**config.mk**
```make
export PLATFORM = sky130hd
export DESIGN_NAME = intr_entry_seq
export DESIGN_NICKNAME = d
export VERILOG_FILES = /design/src/rtl/intr_entry_pkg.sv /design/src/rtl/intr_entry_ctrl.sv /design/src/rtl/intr_entry_dpath.sv /design/src/rtl/intr_entry_seq.sv
export SDC_FILE = /design/constraint.sdc
export NUM_CORES = 1
export LEC_CHECK = 0
export BUFFER_PORTS_ARGS = -buffer_cell sky130_fd_sc_hd__clkbuf_2
export CAP_MARGIN = 30
export CORE_AREA = 5 5 95 97
export DETAILED_ROUTE_END_ITERATION = 7
export DIE_AREA = 0 0 100 102
export PLACE_DENSITY_LB_ADDON = 0.2
export SYNTH_ARGS = -nofsm -noshare
export SYNTH_HDL_FRONTEND = slang
export SYNTH_SLANG_ARGS = --single-unit
```
**constraint.sdc**
```tcl
create_clock -name clk -period 4 [get_ports clk]
set_input_delay 0.8 -clock clk [delete_from_list [all_inputs] [get_ports clk]]
set_output_delay 0.8 -clock clk [all_outputs]
set_load 0.01 [all_outputs]
```
**src/rtl/intr_entry_pkg.sv**
```systemverilog
package intr_entry_pkg;

  typedef enum logic [1:0] {
    ST_IDLE     = 2'd0,
    ST_DRAIN    = 2'd1,
    ST_SAVE     = 2'd2,
    ST_REDIRECT = 2'd3
  } seqState_t;

  // strobes from control to datapath
  typedef struct packed {
    logic capture;
    logic selSmi;
  } entryStb_t;

  // machine state bit positions, LSB = 0
  localparam int MSR_LE  = 0;
  localparam int MSR_IP  = 6;
  localparam int MSR_EE  = 15;
  localparam int MSR_ILE = 16;

  // bits copied into the second save register
  localparam logic [31:0] SAVE_KEEP = 32'h0200_FFFF;
  // bits forced to zero in the new machine state (LE handled apart)
  localparam logic [31:0] ENTRY_CLR = 32'h0204_EF76;

endpackage

```
**src/rtl/intr_entry_ctrl.sv**
```systemverilog
module intr_entry_ctrl
  import intr_entry_pkg::*;
#(
  parameter int PEND_W = 4
) (
  input  logic              clk,
  input  logic              rstN,
  input  logic              smReq,
  input  logic              extReq,
  input  logic              extEnable,
  input  logic [PEND_W-1:0] pendCount,
  output entryStb_t         stb,
  output logic              dispatchHold,
  output logic              redirectValid
);

  seqState_t state, stateNext;
  logic      kindSmi, kindSmiNext;
  logic      drained;

  assign drained = (pendCount == '0);

  always_comb begin
    stateNext   = state;
    kindSmiNext = kindSmi;
    unique case (state)
      ST_IDLE: begin
        if (smReq) begin
          stateNext   = ST_DRAIN;
          kindSmiNext = 1'b1;
        end else if (extReq && extEnable) begin
          stateNext   = ST_DRAIN;
          kindSmiNext = 1'b0;
        end
      end
      ST_DRAIN:    if (drained) stateNext = ST_SAVE;
      ST_SAVE:     stateNext = ST_REDIRECT;
      ST_REDIRECT: stateNext = ST_IDLE;
      default:     stateNext = ST_IDLE;
    endcase
  end

  always_ff @(posedge clk) begin
    if (!rstN) begin
      state   <= ST_IDLE;
      kindSmi <= 1'b0;
    end else begin
      state   <= stateNext;
      kindSmi <= kindSmiNext;
    end
  end

  assign stb.capture   = (state == ST_SAVE);
  assign stb.selSmi    = kindSmi;
  assign dispatchHold  = (state != ST_IDLE);
  assign redirectValid = (state == ST_REDIRECT);

endmodule

```
**src/rtl/intr_entry_dpath.sv**
```systemverilog
module intr_entry_dpath
  import intr_entry_pkg::*;
#(
  parameter int              ADDR_W     = 32,
  parameter logic [ADDR_W-1:0] SMI_OFFSET = 'h1400,
  parameter logic [ADDR_W-1:0] EXT_OFFSET = 'h0500,
  parameter logic [ADDR_W-1:0] HIGH_BASE  = 'hFFF0_0000
) (
  input  logic              clk,
  input  logic              rstN,
  input  entryStb_t         stb,
  input  logic [ADDR_W-1:0] nextPc,
  input  logic [31:0]       msrIn,
  output logic [ADDR_W-1:0] srr0,
  output logic [31:0]       srr1,
  output logic [31:0]       msrNew,
  output logic [ADDR_W-1:0] redirectAddr
);

  logic [ADDR_W-1:0] vecBase;
  logic [ADDR_W-1:0] vecOffset;
  logic [31:0]       msrEntry;

  assign vecBase   = msrIn[MSR_IP] ? HIGH_BASE : '0;
  assign vecOffset = stb.selSmi ? SMI_OFFSET : EXT_OFFSET;

  // clear the listed fields, then place ILE into LE
  always_comb begin
    msrEntry         = msrIn & ~ENTRY_CLR;
    msrEntry[MSR_LE] = msrIn[MSR_ILE];
  end

  always_ff @(posedge clk) begin
    if (!rstN) begin
      srr0         <= '0;
      srr1         <= '0;
      msrNew       <= '0;
      redirectAddr <= '0;
    end else if (stb.capture) begin
      srr0         <= nextPc;
      srr1         <= msrIn & SAVE_KEEP;
      msrNew       <= msrEntry;
      redirectAddr <= vecBase | vecOffset;
    end
  end

endmodule

```
**src/rtl/intr_entry_seq.sv**
```systemverilog
module intr_entry_seq
  import intr_entry_pkg::*;
#(
  parameter int                ADDR_W     = 32,
  parameter int                PEND_W     = 4,
  parameter logic [ADDR_W-1:0] SMI_OFFSET = 'h1400,
  parameter logic [ADDR_W-1:0] EXT_OFFSET = 'h0500,
  parameter logic [ADDR_W-1:0] HIGH_BASE  = 'hFFF0_0000
) (
  input  logic              clk,
  input  logic              rstN,
  input  logic              smReq,
  input  logic              extReq,
  input  logic [PEND_W-1:0] pendCount,
  input  logic [ADDR_W-1:0] nextPc,
  input  logic [31:0]       msrIn,
  output logic              dispatchHold,
  output logic              redirectValid,
  output logic [ADDR_W-1:0] redirectAddr,
  output logic [ADDR_W-1:0] srr0,
  output logic [31:0]       srr1,
  output logic [31:0]       msrNew
);

  entryStb_t stb;

  intr_entry_ctrl #(.PEND_W(PEND_W)) u_ctrl (
    .clk           (clk),
    .rstN          (rstN),
    .smReq         (smReq),
    .extReq        (extReq),
    .extEnable     (msrIn[MSR_EE]),
    .pendCount     (pendCount),
    .stb           (stb),
    .dispatchHold  (dispatchHold),
    .redirectValid (redirectValid)
  );

  intr_entry_dpath #(
    .ADDR_W     (ADDR_W),
    .SMI_OFFSET (SMI_OFFSET),
    .EXT_OFFSET (EXT_OFFSET),
    .HIGH_BASE  (HIGH_BASE)
  ) u_dpath (
    .clk          (clk),
    .rstN         (rstN),
    .stb          (stb),
    .nextPc       (nextPc),
    .msrIn        (msrIn),
    .srr0         (srr0),
    .srr1         (srr1),
    .msrNew       (msrNew),
    .redirectAddr (redirectAddr)
  );

endmodule

```
==> impl_metrics.toml <==
[finish]
area_growth_pct = 25.7
fin_util = 0.494
drive_gt1_frac = 0.397
num_antenna_cells = 0
final_nets = 509

[power_and_ir_drop]
p_per_area_nw_per_um2 = 628
peakVddDrop_uv = 245
p_leak_nw = 1.82
p_total_mw = 2.50

[job]
max-cap-violations = 0

[timing]
skew_ps = 7.17
fmax_mhz = 473
slew_viol_final = 0
setup_violations = 0
hold_viol_final = 0
rsz0062_at_grt = "no"
worst_slew_pin_slew_ps = 591
tns_ps = 0
relSlewSlack = 0.606
finalCritPeriodShare = 0.529
min_period_ps = 2120

[synthesis]
ys_warn_count = 0
netlist_area_um2 = 3160
avgSynthCellArea_um2 = 10.6
yosys-top-cells-area = "dfxtp_1, mux2i_1, buf_4, nor2b_1, ha_1"
ys_seq_area_frac = 0.437
ys_ff_latch = 69
yosysTopAreaCellShare = 0.437
netlist_instances = 298
yosysTopAreaCell = "dfxtp_1"
synth_cell_types = 18

[setup_path]
r2r_start = "u_ctrl.state[0]"
crit_path_frequent_cell = "inv_1"
crit_slowest_cell = "dfxtp_1"
startpoint_type = "register"
critPathMaxFanout = 5
rrSetupSlack_ps = 2270
crit_type = "register to primary output"
slowest_delay_ps = 390
worstPathRequired_ps = 3200
path_cells = "inv_1 > ha_1 > inv_1 > clkbuf_2"
reg2regPathDepth = 5
arrival_ps = 1320
endpoint_kind = "primary output"
r2r_end = "u_dpath.srr0[2]"

[clock_tree]
ctsRootBufferMaster = "clkbuf_8"
clkTransAtPathRegs_ps = 70
cts_inserted_buffers = 9
clk_latency_ps = 330
htree_levels = 3
cts_tree = "built"
cts_hold_buffers = 0
clkSinkCount = 69
cts_buffer_depth = 2
post-cts-setup-buffers = 0
post_cts_resized = 0

[global_routing]
grt_pass1_wl_mm = 9.99
grt_max_degree = 38
grt_pass1_vias = 2133
grt_antenna_before_repair = 0
grt_overflow_total = 0
grtUsageTotal = 0.124

[drt]
highest_layer = "met4"
via_per_inst = 4.11
first_pass_iters = 4
drc = 0
vias = 2232
postRouteAntennaNets = 0
wl_met2_mm = 3.18
routedLengthMet1_mm = 2.48
avgRoutedWirePerCell_um = 12.1
dr_wl_met3_um = 812
drt_iter0_markers = 27
wirelength_mm = 6.55

[die]
die_w_um = 100
start_util = 0.393
die_h_um = 102
num_rows = 33
core_region_area_um2 = 8050
boundaryPins = 202
design.die.area_um2 = 10200

[worst_hold_path]
hold_path_depth = 1
hp-start = "u_dpath.redirectAddr[10]"
whs_endpoint = "u_dpath.redirectAddr[10]"
min_path_type = "register to register"

[outcome]
status = "completed"

[placement]
dp_hpwl_mm = 5.04
numPortBuffers = 154
gp_congestion = 0.639
-- stage by stage --
stage	cell area (um2)	hold WS [ps]	setup slack (ps)	instances
6_report	3980	476	1880	543
3_5_place_dp	3740	442	2140	527
2_1_floorplan	3330	468	2340	343
4_1_cts	3980	494	1850	543
3_3_place_gp	3680	437	1920	525
5_1_grt	3980	499	1780	543
-- cell type report --
type                       instances  area, um2
multi-input combinational        192       1380
fill                             788       4080
clock inverter                     7        114
sequential                        69       1380
clock buffer                       9        124
tap                              105        131
timing repair buffer             156        826
inverter                           5       18.8
-- where the power goes --
part           leakage [nW]  total [mW]  internal [mW]  switching [mW]
Combinational          1.14       0.904          0.436           0.468
Sequential            0.560       0.928          0.841          0.0877
Clock                 0.123       0.666          0.412           0.255
Total                  1.82        2.50           1.69           0.810
-- cell usage in the layout, fill, tap and decap left out --
master     netlist  final
ha_1             4      3
clkinv_4         0      1
clkbuf_2         0    154
inv_1            5      5
nand2_1          3      3
o31a_1           1      1
bufinv_16        0      3
o21a_1           2      2
clkbuf_8         0      9
buf_16           0      2
o41a_1           1      1
nand3_1          1      1
dfxtp_1         69     69
a22oi_1          1      1
a31oi_2          1      1
ha_4             0      1
mux2i_1         66     66
and2_1           1      1
conb_1           1     46
clkinv_2         0      3
nor2b_1         65     65
-- cells by family (layout without fill, tap and decap cells) --
kind of cell	Yosys count	in the layout	share of synthesized area
flops	69	69	0.437
compound gates	6	6	0.0174
mux	66	66	0.209
fa+ha+maj	4	4	0.0158
simple gates	70	70	0.136
buf+inv	82	177	0.184
other cells	1	46	0.00119
-- cells in the mapped netlist --
| cell type | instances |
|---|---|
| a22oi_1 | 1 |
| a31oi_2 | 1 |
| and2_1 | 1 |
| buf_2 | 1 |
| buf_4 | 65 |
| buf_6 | 4 |
| clkbuf_1 | 7 |
| conb_1 | 1 |
| dfxtp_1 | 69 |
| ha_1 | 4 |
| inv_1 | 5 |
| mux2i_1 | 66 |
| nand2_1 | 3 |
| nand3_1 | 1 |
| nor2b_1 | 65 |
| o21a_1 | 2 |
| o31a_1 | 1 |
| o41a_1 | 1 |
-- state kept, by name, summed over array words and instances, names as in the netlist --
| name | count |
|---|---|
| u_ctrl.kindSmi | 1 |
| u_dpath.srr0 | 32 |
| u_dpath.msrNew | 17 |
| u_ctrl.state | 2 |
| u_dpath.srr1 | 14 |
| u_dpath.redirectAddr | 3 |
-- per-layer routing --
| metal | up-vias | track usage |
|---|---|---|
| li1 | 1123 | - |
| met1 | 982 | 0.137 |
| met2 | 118 | 0.208 |
| met3 | 9 | 0.0546 |
| met4 | 0 | 0.0528 |
| met5 | - | 0 |
-- worst max path at each step --
stage                          startpoint         endpoint  slack [ps]  cells after the start
after floorplan              pendCount[1]  u_ctrl.state[0]        2340                      3
after global placement               rstN  u_ctrl.state[0]        1920                      3
after detailed placement             rstN  u_ctrl.state[0]        2140                      4
after CTS                 u_ctrl.state[0]     dispatchHold        1850                      4
after global routing      u_ctrl.state[0]     dispatchHold        1780                      4
final                     u_ctrl.state[0]     dispatchHold        1880                      4
-- critical path, delay by kind of cell, from the launching register on --
kind       cells  cell delay (ps)
buf+inv        3              320
flops          1              390
fa+ha+maj      1              280
No activity file was read; power rests on OpenSTA's default activity.
